`config.mk`:
```
export PLATFORM = sky130hd
export DESIGN_NAME = mac_unit
export DESIGN_NICKNAME = d
export VERILOG_FILES = /design/src/rtl/mac_pkg.sv /design/src/rtl/mac_acc_file.sv /design/src/rtl/mac_scaler.sv /design/src/rtl/mac_sat.sv /design/src/rtl/mac_unit.sv
export SDC_FILE = /design/constraint.sdc
export NUM_CORES = 2
export LEC_CHECK = 0
export CAP_MARGIN = 20
export CORE_MARGIN = 3
export CORE_UTILIZATION = 35
export DETAILED_ROUTE_END_ITERATION = 6
export PLACE_DENSITY = 0.53
export SLEW_MARGIN = 30
export SYNTH_ARGS = -nofsm -noshare
export SYNTH_HDL_FRONTEND = slang
export SYNTH_SLANG_ARGS = --single-unit
```
`constraint.sdc`:
```
create_clock -name clk -period 16.3 [get_ports clk]
set_input_delay 3.26 -clock clk [delete_from_list [all_inputs] [get_ports clk]]
set_output_delay 3.26 -clock clk [all_outputs]
set_load 0.01 [all_outputs]
```
`src/rtl/mac_pkg.sv`:
```
// mac_pkg: opcode encoding shared by the multiply-accumulate datapath.
// Assumes a 4-bit opcode field from the decoder.
package mac_pkg;
    localparam int OPC_W = 4;

    typedef enum logic [OPC_W-1:0] {
        MOP_IDLE   = 4'd0,
        MOP_ZERO   = 4'd1,
        MOP_MUL    = 4'd2,
        MOP_MAC    = 4'd3,
        MOP_ADD    = 4'd4,
        MOP_SUB    = 4'd5,
        MOP_ABS    = 4'd6,
        MOP_SCL    = 4'd7,
        MOP_ADDSCL = 4'd8,
        MOP_RDOUT  = 4'd9
    } mac_op_e;
endpackage

```
`src/rtl/mac_acc_file.sv`:
```
// mac_acc_file: bank of wide accumulators with one write port and two
// combinational read ports. Assumes synchronous active-low reset.
// A read during a write to the same entry returns the old value.
module mac_acc_file #(
    parameter int NACC  = 4,
    parameter int ACC_W = 40,
    localparam int SEL_W = $clog2(NACC)
) (
    input  logic             clk,
    input  logic             rst_n,
    input  logic             wr_en,
    input  logic [SEL_W-1:0] wr_sel,
    input  logic [ACC_W-1:0] wr_data,
    input  logic [SEL_W-1:0] rda_sel,
    input  logic [SEL_W-1:0] rdb_sel,
    output logic [ACC_W-1:0] rda_data,
    output logic [ACC_W-1:0] rdb_data
);
    logic [ACC_W-1:0] acc_q [NACC];

    // Clears on reset, otherwise stores the write data into the chosen entry.
    always_ff @(posedge clk) begin
        if (!rst_n) begin
            for (int i = 0; i < NACC; i++) acc_q[i] <= '0;
        end else if (wr_en) begin
            acc_q[wr_sel] <= wr_data;
        end
    end

    // Drives both read ports from the current contents.
    always_comb begin
        rda_data = acc_q[rda_sel];
        rdb_data = acc_q[rdb_sel];
    end
endmodule

```
`src/rtl/mac_scaler.sv`:
```
// mac_scaler: arithmetic right shift of a signed wide word by a run-time
// amount. With WITH_ROUND set, it also returns the last bit shifted out
// (zero when the shift amount is zero). Assumes sh_amt < ACC_W.
module mac_scaler #(
    parameter int ACC_W      = 40,
    parameter bit WITH_ROUND = 1'b1,
    localparam int SH_W = $clog2(ACC_W)
) (
    input  logic [ACC_W-1:0] din,
    input  logic [SH_W-1:0]  sh_amt,
    output logic [ACC_W-1:0] dout,
    output logic             rnd_bit
);
    // Performs the sign-preserving shift.
    always_comb dout = ACC_W'($signed(din) >>> sh_amt);

    generate
        if (WITH_ROUND) begin : g_rnd
            // Picks the bit just below the new least significant bit.
            always_comb rnd_bit = (sh_amt == '0) ? 1'b0 : din[sh_amt - SH_W'(1)];
        end else begin : g_nornd
            // No rounding needed for this instance.
            always_comb rnd_bit = 1'b0;
        end
    endgenerate
endmodule

```
`src/rtl/mac_sat.sv`:
```
// mac_sat: reduces a signed wide word to OUT_W bits. Values outside the
// narrow range clamp to the largest positive or most negative code.
module mac_sat #(
    parameter int ACC_W = 40,
    parameter int OUT_W = 16
) (
    input  logic [ACC_W-1:0] din,
    output logic [OUT_W-1:0] dout
);
    logic sgn;
    logic ovf;

    // Detects upper bits that are not all copies of the sign.
    always_comb begin
        sgn = din[ACC_W-1];
        ovf = din[ACC_W-2:OUT_W-1] != {(ACC_W-OUT_W){sgn}};
    end

    // Selects the clamp code or the low bits.
    always_comb begin
        if (!ovf)     dout = din[OUT_W-1:0];
        else if (sgn) dout = {1'b1, {(OUT_W-1){1'b0}}};
        else          dout = {1'b0, {(OUT_W-1){1'b1}}};
    end
endmodule

```
`src/rtl/mac_unit.sv`:
```
// mac_unit: multiply-accumulate datapath with NACC accumulators.
// Assumes the decoder holds op_code and the selects stable around the
// rising edge. Results land in the accumulator file at that edge. The
// readout is a registered rounded, saturated view of one accumulator.
module mac_unit #(
    parameter int OP_W      = 16,
    parameter int ACC_W     = 40,
    parameter int NACC      = 4,
    parameter int SCALE_MAX = 24,
    localparam int SEL_W  = $clog2(NACC),
    localparam int SH_W   = $clog2(ACC_W),
    localparam int PROD_W = 2 * OP_W
) (
    input  logic                         clk,
    input  logic                         rst_n,
    input  logic [mac_pkg::OPC_W-1:0]    op_code,
    input  logic [SEL_W-1:0]             dst_sel,
    input  logic [SEL_W-1:0]             srca_sel,
    input  logic [SEL_W-1:0]             srcb_sel,
    input  logic [OP_W-1:0]              op_a,
    input  logic [OP_W-1:0]              op_b,
    output logic [OP_W-1:0]              rf_out
);
    import mac_pkg::*;

    mac_op_e          opc;
    logic [SH_W-1:0]  cnt_clamped;
    logic [SH_W-1:0]  sh_amt;
    logic [PROD_W-1:0] prod;
    logic [ACC_W-1:0] prod_ext;
    logic [ACC_W-1:0] rd_y;
    logic [ACC_W-1:0] rd_z;
    logic [ACC_W-1:0] scl_y;
    logic [ACC_W-1:0] scl_a;
    logic             rnd_y;
    logic             rnd_a_unused;
    logic [ACC_W-1:0] rounded;
    logic [OP_W-1:0]  sat_val;
    logic [ACC_W-1:0] wr_data;
    logic             wr_en;
    logic [OP_W-1:0]  rf_q;

    // Decodes the opcode and derives the shift from the clamped count.
    always_comb begin
        opc         = mac_op_e'(op_code);
        cnt_clamped = (op_b > OP_W'(SCALE_MAX)) ? SH_W'(SCALE_MAX) : op_b[SH_W-1:0];
        sh_amt      = SH_W'(SCALE_MAX) - cnt_clamped;
    end

    // Forms the signed product and widens it to accumulator width.
    always_comb begin
        prod     = PROD_W'($signed(op_a) * $signed(op_b));
        prod_ext = {{(ACC_W-PROD_W){prod[PROD_W-1]}}, prod};
    end

    mac_acc_file #(.NACC(NACC), .ACC_W(ACC_W)) u_acc (
        .clk      (clk),
        .rst_n    (rst_n),
        .wr_en    (wr_en),
        .wr_sel   (dst_sel),
        .wr_data  (wr_data),
        .rda_sel  (srca_sel),
        .rdb_sel  (srcb_sel),
        .rda_data (rd_y),
        .rdb_data (rd_z)
    );

    mac_scaler #(.ACC_W(ACC_W), .WITH_ROUND(1'b1)) u_scl_acc (
        .din     (rd_y),
        .sh_amt  (sh_amt),
        .dout    (scl_y),
        .rnd_bit (rnd_y)
    );

    mac_scaler #(.ACC_W(ACC_W), .WITH_ROUND(1'b0)) u_scl_opa (
        .din     ({op_a, {(ACC_W-OP_W){1'b0}}}),
        .sh_amt  (sh_amt),
        .dout    (scl_a),
        .rnd_bit (rnd_a_unused)
    );

    // Adds the rounding bit. A shifted value has headroom, so no carry is lost.
    always_comb rounded = scl_y + ACC_W'(rnd_y);

    mac_sat #(.ACC_W(ACC_W), .OUT_W(OP_W)) u_sat (
        .din  (rounded),
        .dout (sat_val)
    );

    // Selects the accumulator write value for each opcode.
    always_comb begin
        wr_en   = 1'b1;
        wr_data = '0;
        unique case (opc)
            MOP_ZERO:   wr_data = '0;
            MOP_MUL:    wr_data = prod_ext;
            MOP_MAC:    wr_data = rd_y + prod_ext;
            MOP_ADD:    wr_data = rd_y + rd_z;
            MOP_SUB:    wr_data = rd_y - rd_z;
            MOP_ABS:    wr_data = rd_y[ACC_W-1] ? (~rd_y + ACC_W'(1)) : rd_y;
            MOP_SCL:    wr_data = scl_y;
            MOP_ADDSCL: wr_data = rd_y + scl_a;
            default:    wr_en   = 1'b0;
        endcase
    end

    // Holds the register-file readout and updates it on the readout opcode.
    always_ff @(posedge clk) begin
        if (!rst_n)                rf_q <= '0;
        else if (opc == MOP_RDOUT) rf_q <= sat_val;
    end

    assign rf_out = rf_q;
endmodule

```
==> impl_results.md <==
- Status: finished, final reports clean
- F_max: 72.3 MHz
- Total GRT Usage: 24.1%
- DR vias: 25.4k
- Setup crit end kind: register
- Antenna cells: 0
- Clk_skew: 0.0151 ns
- Complex-gate fraction of the synthesized area: 14.5%
- EDFF count, synth: 160
- XOR/XNOR Fraction of Synth Area: 5.06%
- 1st-iter DRT viols: 2838
- R2r setup slk: 8.84 ns
- Synth async-reset ratio: 0%
- R2R Path End: u_acc.acc_q[1][39]
- Area leader, netlist: fa_1
- Setup crit start: op_b[9]
- Worst min-delay path class: register to register
- Final Hold Fails: 0
- Tcrit/Tclk final: 84.9%
- # setup viols final: 0
- Placer Congestion: 0.964
- Resize count post-CTS: 0
- Post-route non-filler standard cell count: 4329
- Fin. max-slew vios: 0
- Total length of routed wires: 104000 µm
- Fillers: 8409
- Area grow syn2layout: 7.44%
- Synth top cells by count: nand2_1 (384), inv_1 (347), nor2_1 (295)
- Largest net degree at the start of global routing: 65
- First-pass GRT wire length: 159000 µm
- Grt total ovfl: 0
- Mux share of post-synthesis cell area: 13.1%
- Row Count: 105
- Post-CTS Repair Setup Buffers: 0
- Setup TNS Final: 0 ns
- CTS tree: yes
- CTS H-tree depth: 4
- Die X: 294 µm
- Sink Count: 176
- Port Buf Inserts: 59
- Io pins: 60
- Adder-Cell Fraction of Synth Area: 23.6%
- Layout net count: 3682
- # DRC: 0
- Root buffer cell: clkbuf_16
- Type of origin of the critical path: primary input
- Tightest Pin Transition: 1.06 ns
- Register area: 5120 µm²
- Core Region: 82200 µm²
- Total CTS buffers: 17
- Wire per inst: 24.0 µm
- Slew margin rel.: 29.5%
- Post-route ant nets: 0
- Post-Syn Area: 29100 µm²
- Die span in y: 294 µm
- Post-Synth Simple-Gate Area: 18.4%
- WHS Path Cells: 2
- CP max stage delay: 0.88 ns
- Largest family of logic cells by synthesized area: adder cells
- Seq/Total Area, Yosys: 17.6%
- Clock Latency Late Sink: 0.45 ns
- Vias/cell: 5.86
- Post-Syn Nets: 3764
- Die ar.: 86700 µm²
- DP HPWL: 79800 µm
- Crit path required time: 16.48 ns
- R2r worst-path depth: 27
- WP data arrival: 14.01 ns
- Synthesis Warnings: 0
- Unrepaired setup endpoints after global routing: false
- Clock transition at path regs: 0.08 ns
- Post-Syn Area per Cell: 8.75 µm²
- Detailed Routing Iterations Pass 1: 6
- Clock period minus worst slack: 13.83 ns
- Most numerous cell in the Yosys netlist: nand2_1
- Vias in the first global route: 24.9k
- Hold path start: rf_out[5]
- Initial Util: 35.4%
- Initial antenna violation count: 0
- Hold buffers post-CTS: 0
- Max-cap violations: 0
- Post-synth top flop: edfxtp_1
- Top cells by area, synth: fa_1 (18%), edfxtp_1 (17%), mux4_2 (8.1%)
- Share of cells above drive strength 1: 9.45%
- Slowest-stage cell, CP: clkdlybuf4s50_1
- FF-to-FF Start: u_acc.acc_q[3][0]
- Worst-path fanout max: 56
- Synth top area share: 18.1%
- Inst Count DP: 4297
- Library cells used by synthesis: 97
- CTS max path bufs: 2
- Crit path kind: primary input to register
- Yosys reg bits: 176
- Cells after Synth: 3328
- WHS Endpoint: rf_out[5]
- Area of the multi-input gates: 21800 µm²
==> cell families after synthesis <==
logic type / Yosys count
AOI/OAI and AO/OA: 638
xor gates and xnor gates: 165
adders and majority gates: 392
buffers and inverters: 581
DFF: 176
muxes: 246
and+or+nand+nor: 1130
==> worst max-delay path by stage <==
stage,end,slack [ns]
2_1_floorplan,u_acc.acc_q[0][39],3.56
3_3_place_gp,u_acc.acc_q[2][39],2.29
3_5_place_dp,u_acc.acc_q[0][39],2.13
4_1_cts,u_acc.acc_q[1][39],2.59
5_1_grt,u_acc.acc_q[2][39],1.85
6_report,u_acc.acc_q[1][39],2.47
==> routing by layer <==
layer,vias up,track usage (%),share of wire [%]
met5,-,0,0
met4,0,9.94,4.8
met3,184,3.86,8.3
met2,1222,35.4,42
met1,12600,35.1,45
li1,11400,-,-
==> worst max-delay path: cells and delay by family <==
family                     cells  cell delay (ns)
xor gates and xnor gates       1             0.32
AOI/OAI and AO/OA             16             5.17
and+or+nand+nor                8             2.43
muxes                          2             0.54
buffers and inverters          2             1.44
adders and majority gates      2             0.84
==> registers in the layout, summed over array words and instances (netlist names) <==
register,flops
u_acc.acc_q,160
rf_out,16
==> area by class of cell <==
| class | instances | share of cell area [%] |
|---|---|---|
| timing repair buffer | 131 | 3.51 |
| sequential | 176 | 16.4 |
| clock buffer | 17 | 1.36 |
| inverter | 349 | 4.19 |
| multi-input combinational | 2571 | 69.8 |
| tap | 1070 | 4.28 |
| clock inverter | 15 | 0.528 |
==> layout by cell type, fill, tap and decap left out, drive strengths merged, types with 124 or more instances in the layout <==
cell type    n
nand2      385
inv        358
nor2       298
fa         263
a21oi      164
edfxtp     160
o21ai      149
and2       145
ha         129
mux2i      124
==> per-stage QoR <==
stage / hold WS (ns) / utilization, % / area (µm²) / setup WS [ns]
2_1_floorplan: 0.500 / - / 29100 / 3.56
3_3_place_gp: 0.467 / 37.3 / 30700 / 2.29
3_5_place_dp: 0.467 / 37.3 / 30700 / 2.13
4_1_cts: 0.487 / 38.0 / 31300 / 2.59
5_1_grt: 0.511 / 38.0 / 31300 / 1.85
6_report: 0.487 / 38.0 / 31300 / 2.47
Power is not shown: default switching activity piles up to over one toggle a cycle in this logic, so the estimate is an artifact.
